<file path="src/rtl/sft_pkg.sv">
package sft_pkg;

   typedef enum logic [1:0] {
      ST_IDLE = 2'd0,
      ST_SYNC = 2'd1,
      ST_SEND = 2'd2
   } sft_state_t;

   function automatic int unsigned sft_max(input int unsigned a, input int unsigned b);
      return (a > b) ? a : b;
   endfunction

endpackage

</file>
<file path="src/rtl/sft_rate_timer.sv">
module sft_rate_timer #(
   parameter int unsigned DIV_SLOW = 8,
   parameter int unsigned DIV_FAST = 4
) (
   input  logic clk,
   input  logic rst_n,
   input  logic load,
   input  logic rate_fast,
   input  logic run,
   output logic mid_tick,
   output logic end_tick
);
   localparam int unsigned DIV_MAX = sft_pkg::sft_max(DIV_SLOW, DIV_FAST);
   localparam int unsigned CNT_W   = (DIV_MAX > 2) ? $clog2(DIV_MAX) : 1;
   localparam logic [CNT_W-1:0] SLOW_END = CNT_W'(DIV_SLOW - 1);
   localparam logic [CNT_W-1:0] SLOW_MID = CNT_W'(DIV_SLOW / 2 - 1);
   localparam logic [CNT_W-1:0] FAST_END = CNT_W'(DIV_FAST - 1);
   localparam logic [CNT_W-1:0] FAST_MID = CNT_W'(DIV_FAST / 2 - 1);

   if ((DIV_SLOW < 2) || (DIV_SLOW % 2 != 0)) begin : g_bad_slow
      $error("sft_rate_timer: DIV_SLOW must be even and at least 2");
   end
   if ((DIV_FAST < 2) || (DIV_FAST % 2 != 0)) begin : g_bad_fast
      $error("sft_rate_timer: DIV_FAST must be even and at least 2");
   end

   logic             fast_q;
   logic [CNT_W-1:0] phase;
   logic [CNT_W-1:0] end_val;
   logic [CNT_W-1:0] mid_val;

   // divider choice is frozen at frame start
   always_ff @(posedge clk or negedge rst_n) begin
      if (!rst_n)
         fast_q <= 1'b0;
      else if (load)
         fast_q <= rate_fast;
   end

   assign end_val = fast_q ? FAST_END : SLOW_END;
   assign mid_val = fast_q ? FAST_MID : SLOW_MID;

   always_ff @(posedge clk or negedge rst_n) begin
      if (!rst_n)
         phase <= '0;
      else if (load)
         phase <= '0;
      else if (run)
         phase <= (phase == end_val) ? '0 : phase + 1'b1;
   end

   assign mid_tick = run && (phase == mid_val);
   assign end_tick = run && (phase == end_val);

endmodule

</file>
<file path="src/rtl/sft_frame_shifter.sv">
module sft_frame_shifter #(
   parameter int unsigned WORD_W    = 16,
   parameter int unsigned NUM_WORDS = 6,
   parameter int unsigned NUM_LIVE  = 2
) (
   input  logic                       clk,
   input  logic                       rst_n,
   input  logic                       load,
   input  logic [NUM_LIVE*WORD_W-1:0] live_words,
   input  logic                       shift,
   output logic                       head,
   output logic                       next
);
   localparam int unsigned FRAME_W = WORD_W * NUM_WORDS;
   localparam int unsigned LIVE_W  = NUM_LIVE * WORD_W;

   if (NUM_LIVE > NUM_WORDS) begin : g_bad_live
      $error("sft_frame_shifter: more live words than frame slots");
   end
   if (FRAME_W < 2) begin : g_bad_frame
      $error("sft_frame_shifter: frame must hold at least two bits");
   end

   logic [FRAME_W-1:0] image;
   logic [FRAME_W-1:0] sr;

   // slot 0 sits at the MSB end; slots past the live ones are zero pads
   for (genvar w = 0; w < NUM_WORDS; w++) begin : g_slot
      localparam int unsigned HI = FRAME_W - 1 - w * WORD_W;
      if (w < NUM_LIVE) begin : g_live
         assign image[HI -: WORD_W] = live_words[LIVE_W - 1 - w * WORD_W -: WORD_W];
      end else begin : g_pad
         assign image[HI -: WORD_W] = '0;
      end
   end

   always_ff @(posedge clk or negedge rst_n) begin
      if (!rst_n)
         sr <= '0;
      else if (load)
         sr <= image;
      else if (shift)
         sr <= {sr[FRAME_W-2:0], 1'b0};
   end

   assign head = sr[FRAME_W-1];
   assign next = sr[FRAME_W-2];

endmodule

</file>
<file path="src/rtl/sft_frame_ctrl.sv">
module sft_frame_ctrl #(
   parameter int unsigned FRAME_BITS = 96
) (
   input  logic clk,
   input  logic rst_n,
   input  logic start_req,
   input  logic mid_tick,
   input  logic end_tick,
   input  logic head,
   input  logic next,
   output logic load,
   output logic run,
   output logic shift,
   output logic sclk,
   output logic fsync,
   output logic sdata,
   output logic busy
);
   import sft_pkg::*;

   localparam int unsigned BIT_W = (FRAME_BITS > 2) ? $clog2(FRAME_BITS) : 1;
   localparam logic [BIT_W-1:0] LAST_BIT = BIT_W'(FRAME_BITS - 1);

   sft_state_t       state;
   logic [BIT_W-1:0] bit_idx;
   logic             last_bit;

   assign last_bit = (bit_idx == LAST_BIT);
   assign load     = (state == ST_IDLE) && start_req;
   assign run      = (state != ST_IDLE);
   assign busy     = (state != ST_IDLE);
   assign shift    = (state == ST_SEND) && end_tick && !last_bit;

   always_ff @(posedge clk or negedge rst_n) begin
      if (!rst_n) begin
         state   <= ST_IDLE;
         bit_idx <= '0;
         sclk    <= 1'b0;
         fsync   <= 1'b0;
         sdata   <= 1'b0;
      end else begin
         unique case (state)
            ST_IDLE: begin
               if (start_req) begin
                  state <= ST_SYNC;
                  fsync <= 1'b1;
               end
            end
            ST_SYNC: begin
               if (end_tick) begin
                  state   <= ST_SEND;
                  fsync   <= 1'b0;
                  sdata   <= head;
                  bit_idx <= '0;
               end
            end
            ST_SEND: begin
               if (mid_tick)
                  sclk <= 1'b1;
               if (end_tick) begin
                  sclk <= 1'b0;
                  if (last_bit) begin
                     state <= ST_IDLE;
                     sdata <= 1'b0;
                  end else begin
                     bit_idx <= bit_idx + 1'b1;
                     sdata   <= next;
                  end
               end
            end
            default: state <= ST_IDLE;
         endcase
      end
   end

endmodule

</file>
<file path="src/rtl/sample_frame_tx.sv">
module sample_frame_tx #(
   parameter int unsigned WORD_W    = 16,
   parameter int unsigned NUM_WORDS = 6,
   parameter int unsigned DIV_SLOW  = 8,
   parameter int unsigned DIV_FAST  = 4
) (
   input  logic              clk,
   input  logic              rst_n,
   input  logic              rate_fast,
   input  logic              smp_valid,
   input  logic [WORD_W-1:0] smp_volt,
   input  logic [WORD_W-1:0] smp_curr,
   output logic              ser_clk,
   output logic              frame_sync,
   output logic              ser_data,
   output logic              tx_busy
);
   localparam int unsigned NUM_LIVE   = 2;
   localparam int unsigned FRAME_BITS = WORD_W * NUM_WORDS;

   if (NUM_WORDS < NUM_LIVE) begin : g_bad_words
      $error("sample_frame_tx: frame needs room for both samples");
   end

   logic load, run, shift, mid_tick, end_tick, head, next;

   sft_rate_timer #(
      .DIV_SLOW (DIV_SLOW),
      .DIV_FAST (DIV_FAST)
   ) u_timer (
      .clk       (clk),
      .rst_n     (rst_n),
      .load      (load),
      .rate_fast (rate_fast),
      .run       (run),
      .mid_tick  (mid_tick),
      .end_tick  (end_tick)
   );

   sft_frame_shifter #(
      .WORD_W    (WORD_W),
      .NUM_WORDS (NUM_WORDS),
      .NUM_LIVE  (NUM_LIVE)
   ) u_shift (
      .clk        (clk),
      .rst_n      (rst_n),
      .load       (load),
      .live_words ({smp_volt, smp_curr}),
      .shift      (shift),
      .head       (head),
      .next       (next)
   );

   sft_frame_ctrl #(
      .FRAME_BITS (FRAME_BITS)
   ) u_ctrl (
      .clk       (clk),
      .rst_n     (rst_n),
      .start_req (smp_valid),
      .mid_tick  (mid_tick),
      .end_tick  (end_tick),
      .head      (head),
      .next      (next),
      .load      (load),
      .run       (run),
      .shift     (shift),
      .sclk      (ser_clk),
      .fsync     (frame_sync),
      .sdata     (ser_data),
      .busy      (tx_busy)
   );

endmodule

</file>
<file path="config.mk">
export PLATFORM = sky130hd
export DESIGN_NAME = sample_frame_tx
export DESIGN_NICKNAME = d
export VERILOG_FILES = /design/src/rtl/sft_pkg.sv /design/src/rtl/sft_rate_timer.sv /design/src/rtl/sft_frame_shifter.sv /design/src/rtl/sft_frame_ctrl.sv /design/src/rtl/sample_frame_tx.sv
export SDC_FILE = /design/constraint.sdc
export NUM_CORES = 1
export LEC_CHECK = 0
export BUFFER_PORTS_ARGS = -buffer_cell sky130_fd_sc_hd__buf_2
export CORE_MARGIN = 3
export CORE_UTILIZATION = 55
export CTS_BUF_LIST = sky130_fd_sc_hd__clkbuf_16
export CTS_CLUSTER_DIAMETER = 60
export DETAILED_ROUTE_END_ITERATION = 10
export GPL_TIMING_DRIVEN = 0
export HOLD_SLACK_MARGIN = 0.1
export PLACE_DENSITY = 0.83
export SLEW_MARGIN = 10
export SYNTH_ARGS = -nofsm -noshare
export SYNTH_HDL_FRONTEND = slang
export SYNTH_SLANG_ARGS = --single-unit
</file>
<file path="constraint.sdc">
create_clock -name clk -period 2.5 [get_ports clk]
set_input_delay 0.25 -clock clk [delete_from_list [all_inputs] [get_ports clk]]
set_output_delay 0.25 -clock clk [all_outputs]
set_load 0.02 [all_outputs]
</file>
* Word level (Yosys, flattened, before mapping)
Index checks and enable logic that the tools add are counted.
** Storage, ports and cells
- Bits in registers :: 112
- Bits in latches :: 0
- RAM bits :: 0
- ROM bits :: 0
- Input bits :: 36
- Output and inout bits :: 4
- Word-level logic and storage cells :: 63
- Memories :: 0
** Operators by class
- Add/sub/neg operators :: 2
- Multiply operators :: 0
- Divide/modulo/power cells :: 0
- Magnitude comparators :: 0
- Eq/ne operators :: 10
- Shift operators :: 0
- Multiplexer cells :: 25
- Bitwise logic cells :: 0
- Reduce and logical (&&, ||, !) cells :: 18
** Operators with widths (number)
- $mux W96 :: 2
- $mux W7 :: 3
- $pmux W7 S2 :: 1
- $mux W3 :: 4
- $reduce_bool A2 Y1 :: 6
- $mux W2 :: 5
- $reduce_and A4 Y1 :: 2
- $add A7 B1 Y7 const B :: 1
- $eq A7 B7 Y1 const B :: 1
- $mux W1 :: 7
- $eq A3 B3 Y1 :: 2
- $ne A2 B1 Y1 const B :: 3
- $pmux W2 S3 :: 1
- $reduce_and A3 Y1 :: 2
- $logic_and A1 B1 Y1 :: 5
- $ne A2 B2 Y1 const B :: 2
- $pmux W1 S2 :: 2
- $add A3 B1 Y3 const B :: 1
- $eq A2 B1 Y1 const B :: 1
- $eq A2 B2 Y1 const B :: 1
- $logic_not A2 Y1 :: 1
- $reduce_and A2 Y1 :: 1
- $logic_not A1 Y1 :: 1

* Logic depth before layout (Yosys ltp)
Gate-level depths: netlist (run 1).
- Depth in word-level cells :: 7
- Depth in mapped cells :: 8
- Gate-level depth less buffers :: 6

* Hierarchy
From an unflattened synthesis (run 1), not the netlist that was laid out.
** Unflattened totals
- Cells, all modules :: 237
- Area, all modules :: 2454.9 um^2
** Modules (own cells, without submodules)
- sft_frame_shifter :: instances 1, cells each 139, area each 1515.2 um^2, seq. area each 800.8 um^2
- sft_frame_ctrl :: instances 1, cells each 78, area each 706.9 um^2, seq. area each 300.3 um^2
- sft_rate_timer :: instances 1, cells each 20, area each 232.7 um^2, seq. area each 100.1 um^2

* Worst setup path before layout (run 1)
OpenSTA, ideal clock, no wires.
- Path kind :: flip-flop to flip-flop
- Start :: register u_ctrl.bit_idx[0]
- End :: register u_shift.sr[67]
- Library setup time :: 0.125 ns
- Data arrival time :: 1.935 ns
- Required time :: 2.375 ns
- Path slack :: 0.440 ns
- Stages on the path, launching flop included :: 7
- Path buffers :: 1
- Clock period less this slack :: 2.060 ns
- Path through :: dfrtp_1 > ha_1 > and3_4 > and3_4 > o41ai_4 > buf_6 > mux2_4
** Between the ends
- Word-level cells in the longest chain between the ends :: 4
** RTL lines
- start: declaration :: RTL line sft_frame_ctrl.sv:25 : logic [BIT_W-1:0] bit_idx;
- start signal: assignment :: RTL line sft_frame_ctrl.sv:66 : bit_idx <= bit_idx + 1'b1;
- $eq A7 B7 Y1 :: RTL line sft_frame_ctrl.sv:28 : assign last_bit = (bit_idx == LAST_BIT);
- $logic_not A1 Y1 :: RTL line sft_frame_ctrl.sv:32 : assign shift = (state == ST_SEND) && end_tick && !last_bit;
- $logic_and A1 B1 Y1 :: RTL line sft_frame_ctrl.sv:32
- $reduce_bool A2 Y1 (no source line)
- end signal: assignment :: RTL line sft_frame_shifter.sv:41 : sr <= image;
- end signal: assignment :: RTL line sft_frame_shifter.sv:43 : sr <= {sr[FRAME_W-2:0], 1'b0};
- end: declaration :: RTL line sft_frame_shifter.sv:25 : logic [FRAME_W-1:0] sr;
No other way between the ends.
A chain may end at the register's enable or synchronous reset.

* Worst setup path after layout (run 1)
- Start :: register u_ctrl.state[0]
- End :: register u_shift.sr[88]
** Between the ends
- Word-level cells in the longest chain between the ends :: 5
- Elaborated cells between the ends (all ways) :: 9
- Those cells by class :: 1 x eq/ne; 1 x mux; 7 x reduce/logical
** RTL lines
- start: declaration :: RTL line sft_frame_ctrl.sv:24 : sft_state_t state;
- start signal: assignment :: RTL line sft_frame_ctrl.sv:36 : state <= ST_IDLE;
- start signal: assignment :: RTL line sft_frame_ctrl.sv:45 : state <= ST_SYNC;
- start signal: assignment :: RTL line sft_frame_ctrl.sv:51 : state <= ST_SEND;
- $reduce_bool A2 Y1 :: RTL line sft_frame_ctrl.sv:30 : assign run = (state != ST_IDLE);
- $logic_and A1 B1 Y1 :: RTL line sft_rate_timer.sv:53 : assign end_tick = run && (phase == end_val);
- $logic_and A1 B1 Y1 (2 in series) :: RTL line sft_frame_ctrl.sv:32
- $reduce_bool A2 Y1 (no source line)
Parallel ways exist; a longest one is shown, timed or not.

==> impl_metrics.json, run 1 <==
{
  "htreeDepth": 2,
  "grt_setup_unrepaired": "false",
  "placed_area_sq_um": 2982,
  "io_pins": 40,
  "ys.flop_type": "dfrtp_1",
  "synth_area_leaders": "dfrtp_1 (44%), mux2_4 (16%), mux2_2 (15%)",
  "drt_wl_total_um": 5096,
  "slew_headroom_pct": 31.32,
  "core.rowCount": 24,
  "worst-setup-path-type": "reg -> reg",
  "vias": 1751,
  "r2r_end": "u_shift.sr[88]",
  "die_w_um": 76.13,
  "first_iter_violations": 183,
  "slew_violations": 0,
  "drcViolationCount": 0,
  "fin_tns_setup_ns": 0,
  "power.leakage_nw": 1.549,
  "ys_types": 38,
  "n_antenna_cell": 0,
  "grt_max_degree": 49,
  "syn_area_sq_um": 2705,
  "ant_nets": 0,
  "portBuffers": 39,
  "syn_inst": 207,
  "cp-end-kind": "register",
  "outcome": "completed",
  "synth.top_cells.by_count": "dfrtp_1 (48), mux2_2 (35), mux2_4 (29)",
  "ys_seq_elements": 48,
  "syn-num-nets": 250,
  "use_met3_pct": 4.965,
  "grt_pass1_wl_um": 8652,
  "async_reset_ff_share_pct": 100.0,
  "cts-root-buf": "clkbuf_16",
  "wl_per_cell_um": 15.97,
  "start_util_pct": 59.66,
  "cp_max_fo": 10,
  "clkTransAtPathRegs_ns": 0.07,
  "peakVddDrop_v": 0.0004199,
  "post-route-min-period_ns": 2.333,
  "clock_latency_ns": 0.29,
  "busiest_layer": "met2",
  "antenna_found_initial": 0,
  "hold_viol_final": 0,
  "crit_arrival_ns": 2.51,
  "r2r-start": "u_ctrl.state[0]",
  "synth_top_cell_area_share_pct": 44.40,
  "clockBufferDepth": 2,
  "whs_ns": 0.1436,
  "fin_nets": 296,
  "die_h_um": 76.13,
  "cap_viol_max_count": 0,
  "crit_required_ns": 2.67,
  "fin_crit_sh_pct": 93.33,
  "hold_buffers": 0,
  "cts_tree": "done",
  "viasPerCell": 5.489,
  "cts_resized": 0,
  "startpoint_type": "register",
  "die_area_sq_um": 5796,
  "setup_viol": 0,
  "design_area_sq_um": 3124,
  "post_route_cells_drive_above_1_share_pct": 49.21,
  "grt_use_met1_pct": 24.04,
  "grtUsageMet2_pct": 31.12,
  "clkSinkCount": 48,
  "ys_warn_count": 0,
  "drtPass1Iterations": 5,
  "worstRegToRegCells": 7,
  "p_per_area_nw_per_um2": 473.0,
  "seq_area_frac_synth_pct": 44.40,
  "syn_to_final_growth_pct": 15.50,
  "track_usage_pct": 18.79,
  "tightest_slew_ns": 1.030,
  "hold_class": "in -> async",
  "gp_congestion": 0.7809,
  "core-area_sq_um": 4534,
  "dp_hpwl_um": 3604,
  "post_cts_buffers": 0,
  "synth_edf_count": 0,
  "overflow": 0,
  "cts_buffers": 5,
  "yosys.area.top_type": "dfrtp_1",
  "grt_pass1_vias": 1807,
  "synth.avg_cell_area_sq_um": 13.07,
  "reg2reg_slack_ns": 0.17,
  "finClkSkew_ns": 0.008465,
  "fmax_mhz": 428.6,
  "yosysMostFrequentCell": "dfrtp_1"
}
state kept, by name (all words and copies together), names as in the netlist:
register and flops:
u_ctrl.sclk 1, u_shift.sr 32, u_ctrl.fsync 1, u_timer.phase 3, u_ctrl.state 2, u_ctrl.bit_idx 7, u_timer.fast_q 1, u_ctrl.sdata 1
power by group:
group	leakage, nW	switching, mW	internal [mW]	total (mW)
Clock	0.0716	0.290	0.369	0.660
Combinational	0.837	0.0224	0.0194	0.0418
Sequential	0.640	0	0.776	0.776
Total	1.55	0.313	1.16	1.48
placed cells by master, fill, tap and decap left out, types with 4 or more instances in the layout:
master,instances
dfrtp_1,48
mux2i_1,4
inv_1,7
mux2_4,29
ha_1,7
nor2_1,5
mux2_2,35
buf_2,41
o21ai_0,5
buf_6,5
clkbuf_16,5
a31oi_1,4
nand2_1,11
metal layers:
metal | share of wire [%] | up-vias | routed length, um
met5 | 0 | - | 0
met3 | 4.8 | 2 | 244
met1 | 45 | 859 | 2283
li1 | - | 844 | -
met2 | 50 | 46 | 2530
met4 | 0.75 | 0 | 38
critical path, stage by stage (launching register included):
cell	delay [ns]
dfrtp_1	0.37
inv_1	0.10
ha_1	0.24
buf_6	0.14
nand2_1	0.21
clkbuf_1	0.48
mux2_2	0.41
mux2_4	0.26
per-stage QoR:
stage / cells / setup slack (ns) / total power, mW / util (%)
floorplan: 207 / 0.4397 / 0.7920 / -
global placement: 311 / 0.2323 / 0.8336 / 65.76
detailed placement: 311 / 0.1765 / 0.8346 / 65.76
CTS: 319 / 0.1656 / 1.489 / 68.90
global route: 319 / 0.04779 / 1.532 / 68.90
finish: 319 / 0.1666 / 1.478 / 68.90
cell type report:
| cell class | instances | area, sq um |
|---|---|---|
| flip-flops and latches | 48 | 1201 |
| fillers | 322 | 1410 |
| inverters | 7 | 26.28 |
| multi-input cells | 140 | 1390 |
| clock buffers | 5 | 125.1 |
| plain buffers | 12 | 87.58 |
| clock inverters | 3 | 17.52 |
| well taps | 65 | 81.33 |
| repair buffers | 39 | 195.2 |
logic make-up (layout without fill, tap and decap cells):
kind of cell / count (synthesis) / after routing / synth area share, %
compound gates: 25 / 25 / 7.586
buf+inv: 19 / 66 / 4.209
xor+xnor: 3 / 3 / 0.9715
flops: 48 / 48 / 44.40
simple gates: 37 / 37 / 7.447
mux: 68 / 68 / 32.15
fa+ha+maj: 7 / 7 / 3.238
how the worst max path moves through the flow:
stage | start | slack [ns] | cells after the start | end
3_5_place_dp | u_ctrl.state[0] | 0.18 | 7 | u_shift.sr[88]
3_3_place_gp | u_ctrl.state[0] | 0.23 | 7 | u_shift.sr[88]
5_1_grt | u_ctrl.state[0] | 0.05 | 7 | u_shift.sr[88]
4_1_cts | u_ctrl.state[0] | 0.17 | 7 | u_shift.sr[88]
2_1_floorplan | u_ctrl.bit_idx[0] | 0.44 | 6 | u_shift.sr[67]
6_report | u_ctrl.state[0] | 0.17 | 7 | u_shift.sr[88]
Note: power is estimated with default switching activity, not from simulation.
==> inputs of run 2 (changes only) <==
--- a/config.mk
+++ b/config.mk
@@ -8,7 +8,7 @@
 export BUFFER_PORTS_ARGS = -buffer_cell sky130_fd_sc_hd__buf_2
 export CORE_MARGIN = 3
 export CORE_UTILIZATION = 55
-export CTS_BUF_LIST = sky130_fd_sc_hd__clkbuf_16
+export CTS_BUF_LIST = sky130_fd_sc_hd__clkbuf_2 sky130_fd_sc_hd__clkbuf_4 sky130_fd_sc_hd__clkbuf_8
 export CTS_CLUSTER_DIAMETER = 60
 export DETAILED_ROUTE_END_ITERATION = 10
 export GPL_TIMING_DRIVEN = 0
==> impl_metrics.json, run 2 (same netlist as run 1, synthesis figures left out) <==
{
  "outcome": "completed",
  "first_iter_violations": 183,
  "clock_latency_ns": 0.30,
  "crit_arrival_ns": 2.53,
  "finClkSkew_ns": 0.008724,
  "fill_cells": 329,
  "clkSinkCount": 48,
  "grt_pass1_wl_um": 8445,
  "clkPwrFrac_pct": 37.8,
  "post-route-min-period_ns": 2.339,
  "grt_use_met1_pct": 23.27,
  "portBuffers": 39,
  "slew_violations": 0,
  "viasPerCell": 5.433,
  "slew_headroom_pct": 30.28,
  "use_met3_pct": 3.664,
  "cp-end-kind": "register",
  "drtPass1Iterations": 4,
  "tightest_slew_ns": 1.046,
  "start_util_pct": 59.66,
  "setup_viol": 0,
  "ant_nets": 0,
  "final_cell_mix": "dfrtp_1 (48), buf_2 (41), mux2_2 (35), mux2_4 (29), nand2_1 (11)",
  "die_h_um": 76.13,
  "vias": 1733,
  "drt_wl_total_um": 4997,
  "largest_reg_flops": 32,
  "post_cts_buffers": 0,
  "peakVddDrop_v": 0.0003022,
  "crit_required_ns": 2.69,
  "timing.final.ws_setup_ns": 0.1606,
  "top_register": "u_shift.sr",
  "worst-setup-path-type": "reg -> reg",
  "fmax_mhz": 427.5,
  "post_route_cells_drive_above_1_share_pct": 49.61,
  "hold_class": "in -> async",
  "cap_viol_max_count": 0,
  "die_w_um": 76.13,
  "drcViolationCount": 0,
  "n_antenna_cell": 0,
  "clockBufferDepth": 2,
  "cts_buffers": 5,
  "grt_pass1_vias": 1808,
  "core-area_sq_um": 4534,
  "fin_crit_sh_pct": 93.57,
  "largestRegisters": "u_shift.sr x32, u_ctrl.bit_idx x7, u_timer.phase x3",
  "grt_setup_unrepaired": "false",
  "sw_frac_of_total_pct": 22.29,
  "grtUsageMet2_pct": 30.32,
  "sequentialPowerShare_pct": 59.0,
  "overflow": 0,
  "io_pins": 40,
  "clkTransAtPathRegs_ns": 0.09,
  "die_area_sq_um": 5796,
  "hold_viol_final": 0,
  "busiest_layer": "met2",
  "switchingPower_uw": 293.1,
  "cts_resized": 0,
  "cts_tree": "done",
  "hold_buffers": 0,
  "worstRegToRegCells": 7,
  "dp_slack_ns": 0.1765,
  "grt_max_degree": 49,
  "cp_max_fo": 10,
  "power.leakage_nw": 1.529,
  "startpoint_type": "register",
  "syn_to_final_growth_pct": 13.78,
  "p_per_area_nw_per_um2": 427.2,
  "track_usage_pct": 17.95,
  "htreeDepth": 2,
  "p_int_mw": 1.022,
  "wl_per_cell_um": 15.66,
  "antenna_found_initial": 0,
  "comb_power_share_pct": 3.2,
  "gp_congestion": 0.7809,
  "core.rowCount": 24,
  "dp_hpwl_um": 3604,
  "fin_tns_setup_ns": 0,
  "fin_nets": 296,
  "cts-root-buf": "clkbuf_8",
  "mostFrequentLayoutCell": "dfrtp_1"
}
-- run 2: cell count changes in the layout (fill, tap and decap cells not counted) --
cell,delta
clkbuf_8,+6
clkbuf_16,-5
clkinv_1,-1
-- run 2: routing by layer --
layer	wire, um	share of wire [%]
met2	2458	49
met1	2316	46
met3	206	4.1
met4	14	0.28
met5	0	0
-- run 2: path summary, 6_finish.rpt --
| kind | from | endpoint | slack (ns) |
|---|---|---|---|
| setup / recovery | u_ctrl.state[0] | u_shift.sr[88] | 0.16 |
| hold / removal | rst_n | u_ctrl.bit_idx[2] | 0.13 |
| setup reg to reg | u_ctrl.state[0] | u_shift.sr[88] | 0.16 |
| hold reg to reg | u_ctrl.bit_idx[0] | u_ctrl.bit_idx[0] | 0.51 |
| max in group asynchronous | rst_n | u_ctrl.sclk | 1.72 |
| min in group clk | rate_fast | u_timer.fast_q | 0.18 |
-- run 2: stage by stage --
step	hold slack (ns)	power [mW]	cells	cell area (sq um)	util, %
6_report	0.1272	1.315	319	3078	67.88
5_1_grt	0.1997	1.361	319	3078	67.88
4_1_cts	0.1669	1.323	319	3078	67.88
3_5_place_dp	0.4893	0.8346	311	2982	65.76
3_3_place_gp	0.4823	0.8336	311	2982	65.76
2_1_floorplan	-0.04559	0.7920	207	2705	-
-- run 2: critical path, stage by stage, from the launching register on --
cell and delay [ns]:
dfrtp_1 0.38, inv_1 0.10, ha_1 0.24, buf_6 0.15
nand2_1 0.22, clkbuf_1 0.48, mux2_2 0.40, mux2_4 0.26
-- run 2: power groups by stage --
stage               registers (mW)  clock network [mW]  logic [mW]
CTS                          0.776               0.504      0.0436
global route                 0.776               0.536      0.0490
finish                       0.776               0.497      0.0419
floorplan                    0.791                   0    0.000641
global placement             0.791                   0      0.0425
detailed placement           0.791                   0      0.0435
-- run 2: final cells by class --
type | instances | area [sq um] | area share [%]
well taps | 65 | 81.33 | 2.642
flip-flops and latches | 48 | 1201 | 39.02
repair buffers | 39 | 195.2 | 6.341
inverters | 7 | 26.28 | 0.8537
multi-input cells | 140 | 1390 | 45.16
clock buffers | 6 | 82.58 | 2.683
clock inverters | 2 | 13.76 | 0.4472
plain buffers | 12 | 87.58 | 2.846
==> inputs of run 3 (changes only) <==
--- a/config.mk
+++ b/config.mk
@@ -7,13 +7,14 @@
 export LEC_CHECK = 0
 export BUFFER_PORTS_ARGS = -buffer_cell sky130_fd_sc_hd__buf_2
 export CORE_MARGIN = 3
-export CORE_UTILIZATION = 55
+export CORE_UTILIZATION = 53
 export CTS_BUF_LIST = sky130_fd_sc_hd__clkbuf_2 sky130_fd_sc_hd__clkbuf_4 sky130_fd_sc_hd__clkbuf_8
 export CTS_CLUSTER_DIAMETER = 60
 export DETAILED_ROUTE_END_ITERATION = 10
 export GPL_TIMING_DRIVEN = 0
 export HOLD_SLACK_MARGIN = 0.1
-export PLACE_DENSITY = 0.83
+export PLACE_DENSITY = 0.84
+export RECOVER_POWER = 25
 export SLEW_MARGIN = 10
 export SYNTH_ARGS = -nofsm -noshare
 export SYNTH_HDL_FRONTEND = slang
==> constraint.sdc (replaced) <==
create_clock -name clk -period 1.9 [get_ports clk]
set_input_delay 0.19 -clock clk [delete_from_list [all_inputs] [get_ports clk]]
set_output_delay 0.19 -clock clk [all_outputs]
set_load 0.02 [all_outputs]
==> impl_metrics.json, run 3 (same netlist as run 1, synthesis figures left out) <==
{
  "reg2reg_slack_ns": -0.09,
  "largest_reg_flops": 32,
  "multi_input_area_sq_um": 1456,
  "drcViolationCount": 0,
  "sw_frac_of_total_pct": 22.54,
  "final-seq-area_sq_um": 1201,
  "sequentialPowerShare_pct": 60.9,
  "worstRegToRegCells": 7,
  "overflow": 0,
  "violations": "negative setup slack",
  "first_iter_violations": 103,
  "cap_viol_max_count": 0,
  "final_cell_mix": "dfrtp_1 (48), buf_2 (36), mux2_2 (33), mux2_4 (31), buf_4 (18)",
  "start_util_pct": 56.16,
  "cp_slowest_cell": "dfrtp_1",
  "comb_power_share_pct": 3.4,
  "hold_class": "in -> reg",
  "top_register": "u_shift.sr",
  "vias": 1846,
  "slew_headroom_pct": 30.42,
  "crit_arrival_ns": 2.19,
  "whs_path_depth": 2,
  "setup_viol": 31,
  "ant_nets": 0,
  "portBuffers": 39,
  "finClkSkew_ns": 0.007460,
  "fill_cells": 339,
  "cts_tree": "done",
  "post-route-min-period_ns": 1.988,
  "hold_viol_final": 0,
  "die_area_sq_um": 5997,
  "whs_ns": 0.1153,
  "crit_path_frequent_cell": "and3_4",
  "tightest_slew_ns": 1.044,
  "cts-root-buf": "clkbuf_8",
  "clkSinkCount": 48,
  "place_inst": 313,
  "io_pins": 40,
  "fin_crit_sh_pct": 104.6,
  "slew_violations": 0,
  "grt_setup_unrepaired": "true",
  "track_usage_pct": 17.85,
  "clkPwrFrac_pct": 35.6,
  "syn_to_final_growth_pct": 25.95,
  "outcome": "complete, but fails checks",
  "switchingPower_uw": 377.5,
  "antenna_found_initial": 0,
  "hold_path_end": "u_timer.fast_q",
  "peakVddDrop_v": 0.0003119,
  "fin_nets": 318,
  "gp_congestion": 0.8851,
  "startpoint_type": "register",
  "die_h_um": 77.44,
  "dp_hpwl_um": 3349,
  "p_int_mw": 1.297,
  "wl_per_cell_um": 16.16,
  "htreeDepth": 2,
  "clockBufferDepth": 2,
  "power.leakage_nw": 1.665,
  "fin_cells": 342,
  "worstPathCellList": "ha_2 -> and3_4 -> and3_4 -> o41ai_4 -> buf_6 -> clkbuf_16 -> mux2_4",
  "clock_latency_ns": 0.31,
  "drtPass1Iterations": 4,
  "grt_pass1_wl_um": 8542,
  "critPathMaxStageDelay_ns": 0.39,
  "grt_max_degree": 49,
  "viasPerCell": 5.398,
  "fin_util_pct": 70.73,
  "crit_required_ns": 2.10,
  "grt_pass1_vias": 1848,
  "cp-end-kind": "register",
  "worstSetupStartpoint": "u_ctrl.bit_idx[1]",
  "clkTransAtPathRegs_ns": 0.09,
  "worst-setup-path-type": "reg -> reg",
  "p_per_area_nw_per_um2": 491.5,
  "r2r_end": "u_shift.sr[75]",
  "r2r-start": "u_ctrl.bit_idx[1]",
  "min_from": "rate_fast",
  "core.rowCount": 25,
  "fmax_mhz": 503.0,
  "mostFrequentLayoutCell": "dfrtp_1",
  "die_w_um": 77.44,
  "largestRegisters": "u_shift.sr x32, u_ctrl.bit_idx x7, u_timer.phase x3",
  "core-area_sq_um": 4817,
  "timing.final.ws_setup_ns": -0.08805,
  "drt_wl_total_um": 5527,
  "cts_buffers": 5,
  "n_antenna_cell": 0,
  "cp_max_fo": 8,
  "post_route_cells_drive_above_1_share_pct": 57.09
}
-- run 3: cell count changes in the layout (fill, tap and decap cells not counted), sizes merged --
cell and change:
dlygate4sd3 +1, buf +16, clkinvlp +1, clkbuf +4, inv -1
-- run 3: what timing repair did --
item | CTS | global route
hold endpoints to repair | 3 | 0
endpoints found under the setup margin | 39 | 37
setup buffers | 8 | 11
hold buffers | 1 | 0
pin swaps | 2 | 3
gates resized for setup | 17 | 14
cloned | 0 | 3
-- run 3: area by class of cell --
type                       count  share of cell area, %
sequential                    48                  35.26
tap                           67                  2.461
buffer                        11                  3.783
timing repair buffer          62                  12.52
clock inverter                 2                 0.3672
clock buffer                   5                  2.020
multi-input combinational    140                  42.75
inverter                       7                 0.8447
-- run 3: worst max-delay path, delay by kind of cell (launching register included) --
family	cells	cell delay, ns
AND/OR/NAND/NOR	2	0.36
buffers and inverters	2	0.42
AO/OA/AOI/OAI	1	0.22
flip-flops	1	0.39
multiplexers	1	0.30
adder cells (fa/ha/maj)	1	0.19
-- run 3: how the worst max path moves through the flow --
stage,end,cells after the start
after global placement,u_shift.sr[94],6
final,u_shift.sr[75],7
after global routing,u_shift.sr[73],7
after floorplan,u_shift.sr[67],6
after CTS,u_shift.sr[94],7
after detailed placement,u_shift.sr[77],6
-- run 3: power groups by stage --
stage	registers [mW]	clock network, mW	logic (mW)
6_report	1.02	0.597	0.0575
5_1_grt	1.02	0.645	0.0673
4_1_cts	1.02	0.601	0.0590
3_5_place_dp	1.04	0	0.0568
3_3_place_gp	1.04	0	0.0562
2_1_floorplan	1.04	0	0.000844
-- run 3: stage by stage --
| stage | power [mW] | setup TNS, ns | instance area (sq um) | setup WS (ns) |
|---|---|---|---|---|
| floorplan | 1.042 | -1.226 | 2709 | -0.04430 |
| finish | 1.675 | -1.983 | 3407 | -0.08805 |
| global route | 1.733 | -3.627 | 3407 | -0.1397 |
| CTS | 1.681 | -2.239 | 3198 | -0.08237 |
| detailed placement | 1.098 | -6.561 | 2988 | -0.2209 |
| global placement | 1.097 | -5.490 | 2988 | -0.1887 |
-- run 3: metal layers --
| layer | GRT usage, % | routed length (um) |
|---|---|---|
| met5 | 0 | 0 |
| met4 | 6.762 | 85 |
| met3 | 4.872 | 242 |
| met2 | 27.63 | 2747 |
| met1 | 23.94 | 2452 |
